<file path="src/rtl/sdclk_pkg.sv">
package sdclk_pkg;
  localparam int CTRL_W        = 4;
  localparam int CTRL_STOP_IX  = 0;
  localparam int CTRL_START_IX = 1;
  localparam int CTRL_SRST_IX  = 3;

  typedef struct packed {
    logic srst;
    logic start;
    logic stop;
  } ctrl_req_t;

  function automatic ctrl_req_t decode_ctrl(input logic we, input logic [CTRL_W-1:0] w);
    ctrl_req_t r;
    r.srst  = we & w[CTRL_SRST_IX];
    r.start = we & w[CTRL_START_IX];
    r.stop  = we & w[CTRL_STOP_IX];
    return r;
  endfunction
endpackage

</file>
<file path="src/rtl/sdclk_prescale.sv">
module sdclk_prescale #(
  parameter int PRE_W = 12
) (
  input  logic             clk,
  input  logic             rst_n,
  input  logic             clr,
  input  logic [PRE_W-1:0] pre,
  output logic             tick
);
  localparam int CNT_W = PRE_W + 1;

  logic [CNT_W-1:0] cnt_q;
  logic [CNT_W-1:0] last;

  // p == 0 ticks every cycle; otherwise every 2*p cycles
  assign last = (pre == '0) ? '0 : ({1'b0, pre} << 1) - CNT_W'(1);
  assign tick = (cnt_q == last);

  always_ff @(posedge clk or negedge rst_n) begin
    if (!rst_n)     cnt_q <= '0;
    else if (clr)   cnt_q <= '0;
    else if (tick)  cnt_q <= '0;
    else            cnt_q <= cnt_q + CNT_W'(1);
  end
endmodule

</file>
<file path="src/rtl/sdclk_lindiv.sv">
module sdclk_lindiv #(
  parameter int LIN_W = 4
) (
  input  logic             clk,
  input  logic             rst_n,
  input  logic             clr,
  input  logic             tick,
  input  logic [LIN_W-1:0] div,
  output logic             wrap,
  output logic             hi_nxt
);
  logic [LIN_W-1:0] cnt_q, cnt_d, d_eff;
  logic [LIN_W:0]   hi_units;

  assign d_eff    = (div == '0) ? LIN_W'(1) : div;
  assign hi_units = ({1'b0, d_eff} + (LIN_W+1)'(1)) >> 1;
  assign wrap     = tick && (cnt_q == d_eff);

  always_comb begin
    cnt_d = cnt_q;
    if (clr)       cnt_d = '0;
    else if (tick) cnt_d = wrap ? '0 : cnt_q + LIN_W'(1);
  end

  assign hi_nxt = ({1'b0, cnt_d} < hi_units);

  always_ff @(posedge clk or negedge rst_n) begin
    if (!rst_n) cnt_q <= '0;
    else        cnt_q <= cnt_d;
  end
endmodule

</file>
<file path="src/rtl/sdclk_gate.sv">
module sdclk_gate (
  input  logic clk,
  input  logic rst_n,
  input  logic start,
  input  logic stop,
  input  logic srst,
  input  logic wrap,
  input  logic hi_nxt,
  output logic run,
  output logic clk_out,
  output logic clk_en
);
  logic run_q, run_d, pend_q, pend_d, clk_q, clk_d, en_q, stop_req;

  always_comb begin
    run_d    = run_q;
    pend_d   = pend_q;
    clk_d    = clk_q;
    stop_req = pend_q || stop;
    if (srst) begin
      run_d  = 1'b0;
      pend_d = 1'b0;
      clk_d  = 1'b0;
    end else if (!run_q) begin
      pend_d = 1'b0;
      if (start && !stop) begin
        run_d = 1'b1;
        clk_d = 1'b1;
      end
    end else if (wrap && stop_req) begin
      run_d  = 1'b0;
      pend_d = 1'b0;
      clk_d  = 1'b0;
    end else begin
      pend_d = stop || (pend_q && !start);
      clk_d  = hi_nxt;
    end
  end

  always_ff @(posedge clk or negedge rst_n) begin
    if (!rst_n) begin
      run_q  <= 1'b0;
      pend_q <= 1'b0;
      clk_q  <= 1'b0;
      en_q   <= 1'b0;
    end else begin
      run_q  <= run_d;
      pend_q <= pend_d;
      clk_q  <= clk_d;
      en_q   <= clk_d & ~clk_q;
    end
  end

  assign run     = run_q;
  assign clk_out = clk_q;
  assign clk_en  = en_q;

  // an orderly stop only lands after a low cycle
  a_r5_stop_after_low: assert property (@(posedge clk) disable iff (!rst_n)
    ($fell(run_q) && !$past(srst)) |-> (!clk_q && !$past(clk_q)));
  // start together with stop never starts a stopped clock
  a_r6_stop_wins: assert property (@(posedge clk) disable iff (!rst_n)
    (!run_q && start && stop) |=> !run_q);
endmodule

</file>
<file path="src/rtl/sdclk_gen.sv">
module sdclk_gen #(
  parameter int LIN_W = 4,
  parameter int PRE_W = 12,
  localparam int RATE_W = LIN_W + PRE_W
) (
  input  logic                        clk,
  input  logic                        rst_n,
  input  logic                        rate_we,
  input  logic [RATE_W-1:0]           rate_wdata,
  input  logic                        ctrl_we,
  input  logic [sdclk_pkg::CTRL_W-1:0] ctrl_wdata,
  output logic                        card_clk,
  output logic                        card_clk_en,
  output logic                        clk_running
);
  import sdclk_pkg::*;

  ctrl_req_t         req;
  logic [RATE_W-1:0] rate_q, rate_d, act_q;
  logic              run, wrap, tick, hi_nxt;

  assign req = decode_ctrl(ctrl_we, ctrl_wdata);

  always_comb begin
    rate_d = rate_q;
    if (req.srst)     rate_d = '0;
    else if (rate_we) rate_d = rate_wdata;
  end

  // shadow word and active word; active follows only at a period boundary
  always_ff @(posedge clk or negedge rst_n) begin
    if (!rst_n) begin
      rate_q <= '0;
      act_q  <= '0;
    end else begin
      rate_q <= rate_d;
      if (!run || wrap) act_q <= rate_d;
    end
  end

  sdclk_prescale #(.PRE_W(PRE_W)) u_pre (
    .clk(clk), .rst_n(rst_n), .clr(!run),
    .pre(act_q[RATE_W-1:LIN_W]), .tick(tick)
  );

  sdclk_lindiv #(.LIN_W(LIN_W)) u_lin (
    .clk(clk), .rst_n(rst_n), .clr(!run), .tick(tick),
    .div(act_q[LIN_W-1:0]), .wrap(wrap), .hi_nxt(hi_nxt)
  );

  sdclk_gate u_gate (
    .clk(clk), .rst_n(rst_n), .start(req.start), .stop(req.stop),
    .srst(req.srst), .wrap(wrap), .hi_nxt(hi_nxt),
    .run(run), .clk_out(card_clk), .clk_en(card_clk_en)
  );

  assign clk_running = run;

  // enable marks the first high cycle only
  a_r10_en_on_rise: assert property (@(posedge clk) disable iff (!rst_n)
    card_clk_en |-> (card_clk && !$past(card_clk)));
  // a stopped clock is low
  a_r8_idle_low: assert property (@(posedge clk) disable iff (!rst_n)
    !clk_running |-> !card_clk);
  // soft reset halts at once
  a_r7_srst_halts: assert property (@(posedge clk) disable iff (!rst_n)
    req.srst |=> (!clk_running && !card_clk));
  // the active rate stays put inside a running period
  a_r9_rate_held: assert property (@(posedge clk) disable iff (!rst_n)
    ($past(run) && run && !$past(wrap)) |-> $stable(act_q));
endmodule

</file>
<file path="config.mk">
export PLATFORM = sky130hd
export DESIGN_NAME = sdclk_gen
export DESIGN_NICKNAME = d
export VERILOG_FILES = /design/src/rtl/sdclk_pkg.sv /design/src/rtl/sdclk_prescale.sv /design/src/rtl/sdclk_lindiv.sv /design/src/rtl/sdclk_gate.sv /design/src/rtl/sdclk_gen.sv
export SDC_FILE = /design/constraint.sdc
export NUM_CORES = 1
export LEC_CHECK = 0
export BUFFER_PORTS_ARGS = -buffer_cell sky130_fd_sc_hd__buf_2
export CAP_MARGIN = 15
export CORE_MARGIN = 4
export CORE_UTILIZATION = 50
export CTS_CLUSTER_SIZE = 8
export DETAILED_ROUTE_END_ITERATION = 16
export HOLD_SLACK_MARGIN = 0.06
export PLACE_DENSITY_LB_ADDON = 0.05
export SKIP_LAST_GASP = 1
export SLEW_MARGIN = 15
export SYNTH_ARGS = -nofsm -noshare
export SYNTH_HDL_FRONTEND = slang
export SYNTH_SLANG_ARGS = --single-unit
</file>
<file path="constraint.sdc">
create_clock -name clk -period 5.6 [get_ports clk]
set_input_delay 0.84 -clock clk [delete_from_list [all_inputs] [get_ports clk]]
set_output_delay 0.84 -clock clk [all_outputs]
set_load 0.1 [all_outputs]
</file>
==> impl_metrics.env <==
export IMPL_timing_rr_start="act_q[4]$_DFFE_PN0P_"
export IMPL_grt_max_degree=54
export IMPL_hold_class="reg2reg"
export IMPL_gp_congestion=0.859
export IMPL_timing_hold_ws_ns=0.553
export IMPL_clock_skew_ns=0.00509
export IMPL_synth_edf_count=0
export IMPL_drv_slew=0
export IMPL_synth_net_count=357
export IMPL_io_pins=27
export IMPL_powerDensity_nw_per_um2=286
export IMPL_combinationalPowerShare_pct=28.3
export IMPL_async_flop_share_pct=100
export IMPL_routed_wl_mm=6.65
export IMPL_synth_seq_area_share_pct=41.4
export IMPL_swShare_pct=35.3
export IMPL_yosysMostFrequentCell="dfrtp_1"
export IMPL_htree_levels=2
export IMPL_cts_sinks=53
export IMPL_power_switching_mw=0.345
export IMPL_r2r_cells=16
export IMPL_synth_flop_cell="dfrtp_1"
export IMPL_grt_pass1_wl_mm=11.4
export IMPL_syn_area_sq_um=3210
export IMPL_leakagePower_nw=1.51
export IMPL_synth_cell_types=57
export IMPL_yosys_top_cells_area="dfrtp_1 (41%), mux2i_1 (6.6%), nor2_1 (5.5%)"
export IMPL_fin_nets=366
export IMPL_grt_overflow_total=0
export IMPL_fin_tns_setup_ns=0
export IMPL_rsz0062_at_grt="no"
export IMPL_pwr_share_seq_pct=47.6
export IMPL_clockPowerShare_pct=24.1
export IMPL_setup_viol=0
export IMPL_crit_end="u_gate.clk_out$_DFF_PN0_"
export IMPL_post_cts_buffers=0
export IMPL_crit_path_max_fanout=9
export IMPL_final_area_sq_um=3420
export IMPL_grt_total_usage_pct=18.8
export IMPL_via_per_inst=5.91
export IMPL_worst_slew_pin_slew_ns=0.770
export IMPL_final_util_pct=56.4
export IMPL_peakVddDrop_mv=0.204
export IMPL_drt_pass1_iter_count=4
export IMPL_startpoint="act_q[4]$_DFFE_PN0P_"
export IMPL_dp_cells=404
export IMPL_wl_per_cell_microns=16.1
export IMPL_core_sq_um=6060
export IMPL_finalHoldViolations=0
export IMPL_synthToLayoutAreaGrowth_pct=6.67
export IMPL_die_area_sq_um=7760
export IMPL_dpl_instance_area_sq_um=3320
export IMPL_die_w_microns=88.1
export IMPL_rows=28
export IMPL_max_freq_mhz=218
export IMPL_antenna_found_initial=0
export IMPL_yosysTopAreaCellShare_pct=41.4
export IMPL_initial_core_util_pct=52.9
export IMPL_stdcell_count=412
export IMPL_avgSynthCellArea_sq_um=9.81
export IMPL_numPortBuffers=25
export IMPL_cts_tree="built"
export IMPL_p_int_mw=0.634
export IMPL_timing_rr_end="u_gate.clk_out$_DFF_PN0_"
export IMPL_synth_top_cell_by_area="dfrtp_1"
export IMPL_ctsRootBufferMaster="clkbuf_8"
export IMPL_r2r_setup_slack_ns=1.01
export IMPL_grt_pass1_vias=2311
export IMPL_max_cap_viol_count=0
export IMPL_required_ns=5.85
export IMPL_crit_type="reg2reg"
export IMPL_clockBufferDepth=2
export IMPL_outcome="complete, no violations"
export IMPL_ant_nets=0
export IMPL_path_clk_slew_ns=0.10
export IMPL_ctsResizeCount=0
export IMPL_startpoint_type="flop"
export IMPL_cp_end_kind="flop"
export IMPL_drt_iter0_drc=144
export IMPL_drc=0
export IMPL_n_antenna_cell=0
export IMPL_layout_drive_gt1_share_pct=18.4
export IMPL_yosys_register_bits=53
export IMPL_synth_cells=327
export IMPL_ys_top_cells_by_count="dfrtp_1 (53), nor2_1 (47), mux2i_1 (21)"
export IMPL_clkLatencyLatePin_ns=0.31
export IMPL_cp_arrival_ns=4.84
export IMPL_fp_dieH_microns=88.1
export IMPL_num_vias=2435
export IMPL_dp_hpwl_mm=4.73
export IMPL_fin_crit_ns=4.59
export IMPL_max_slew_margin_rel_pct=48.7
export IMPL_cts_hold_buffers_added=0
export IMPL_finalCritPeriodShare_pct=81.9
export IMPL_yosys_warnings=0
export IMPL_numCtsBuffers=5
-- cell families after synthesis --
| family | share of synthesized area [%] |
|---|---|
| simple gates | 20.4 |
| mux | 13.1 |
| fa+ha+maj | 2.34 |
| xor+xnor | 6.83 |
| compound gates | 11.4 |
| buf+inv | 4.56 |
| flops | 41.4 |
-- how the worst min path moves through the flow --
stage / from / cells past startpoint / slack [ns] / endpoint
6_report: rate_q[10]$_DFF_PN0_ / 2 / 0.55 / rate_q[10]$_DFF_PN0_
4_1_cts: rate_q[11]$_DFF_PN0_ / 2 / 0.55 / rate_q[11]$_DFF_PN0_
5_1_grt: rate_q[11]$_DFF_PN0_ / 2 / 0.56 / rate_q[11]$_DFF_PN0_
3_5_place_dp: rate_q[11]$_DFF_PN0_ / 2 / 0.53 / rate_q[11]$_DFF_PN0_
2_1_floorplan: u_pre.cnt_q[0]$_DFF_PN0_ / 1 / 0.48 / u_pre.cnt_q[0]$_DFF_PN0_
3_3_place_gp: rate_q[10]$_DFF_PN0_ / 2 / 0.52 / rate_q[10]$_DFF_PN0_
-- layout make-up --
class / count / area, sq um
timing repair buffer: 28 / 148
multi-input combinational: 243 / 1730
sequential: 53 / 1330
tap: 75 / 93.8
clock inverter: 2 / 17.5
inverter: 5 / 18.8
fill: 550 / 2640
clock buffer: 6 / 82.6
-- per-stage QoR --
step / total power [mW] / setup slack (ns)
2_1_floorplan: 0.687 / 1.47
3_3_place_gp: 0.745 / 1.14
3_5_place_dp: 0.750 / 1.09
4_1_cts: 0.987 / 1.04
5_1_grt: 1.04 / 0.602
6_report: 0.979 / 1.01
-- layer usage --
| layer | vias to the layer above | track usage (%) | wire length, microns |
|---|---|---|---|
| met2 | 40 | 31.0 | 3260 |
| met5 | - | 0 | 0 |
| met4 | 0 | 6.32 | 95 |
| li1 | 1189 | - | - |
| met3 | 8 | 2.82 | 172 |
| met1 | 1198 | 25.4 | 3130 |
-- critical path, stage by stage (launching register included) --
cell	delay, ns
dfrtp_1	0.47
inv_1	0.10
ha_1	0.36
nor3b_1	0.54
xnor2_1	0.12
a2111o_1	0.43
a2111oi_2	0.35
nand4_1	0.26
nor3_2	0.46
mux2i_1	0.14
nor3_1	0.28
ha_1	0.29
a211oi_1	0.24
nand3_1	0.15
nor3_1	0.15
nand3_1	0.10
nand2_1	0.09
-- power groups by stage --
stage / Sequential [mW] / Combinational (mW) / Clock [mW]
4_1_cts: 0.466 / 0.277 / 0.243
3_3_place_gp: 0.473 / 0.272 / 0
3_5_place_dp: 0.474 / 0.276 / 0
5_1_grt: 0.475 / 0.305 / 0.257
2_1_floorplan: 0.471 / 0.216 / 0
6_report: 0.466 / 0.277 / 0.236
-- cells in the final DEF, fill, tap and decap left out, types with 3 or more instances in the layout --
master     n
nor3_1    11
and4_1     3
mux2_2     8
nand3_1   11
ha_1       6
xor2_1    12
inv_1      5
xnor2_1   13
nor4_1     6
clkbuf_8   6
and3_1     7
mux2_4     8
or3_1      4
buf_4      3
nor2_1    47
mux2i_1   21
nor2b_1    5
buf_2     25
nand2b_1   3
nand4_1    3
o21ai_0   10
dfrtp_1   53
nand2_1   12
a21oi_1    6
o21a_1     5
-- registers in the layout, indices dropped and copies added (netlist names) --
signal,cells
act_q,16
rate_q,16
u_gate.clk_en,1
u_gate.clk_out,1
u_gate.pend_q,1
u_gate.run,1
u_lin.cnt_q,4
u_pre.cnt_q,13
(Power assumes the default switching activity.)
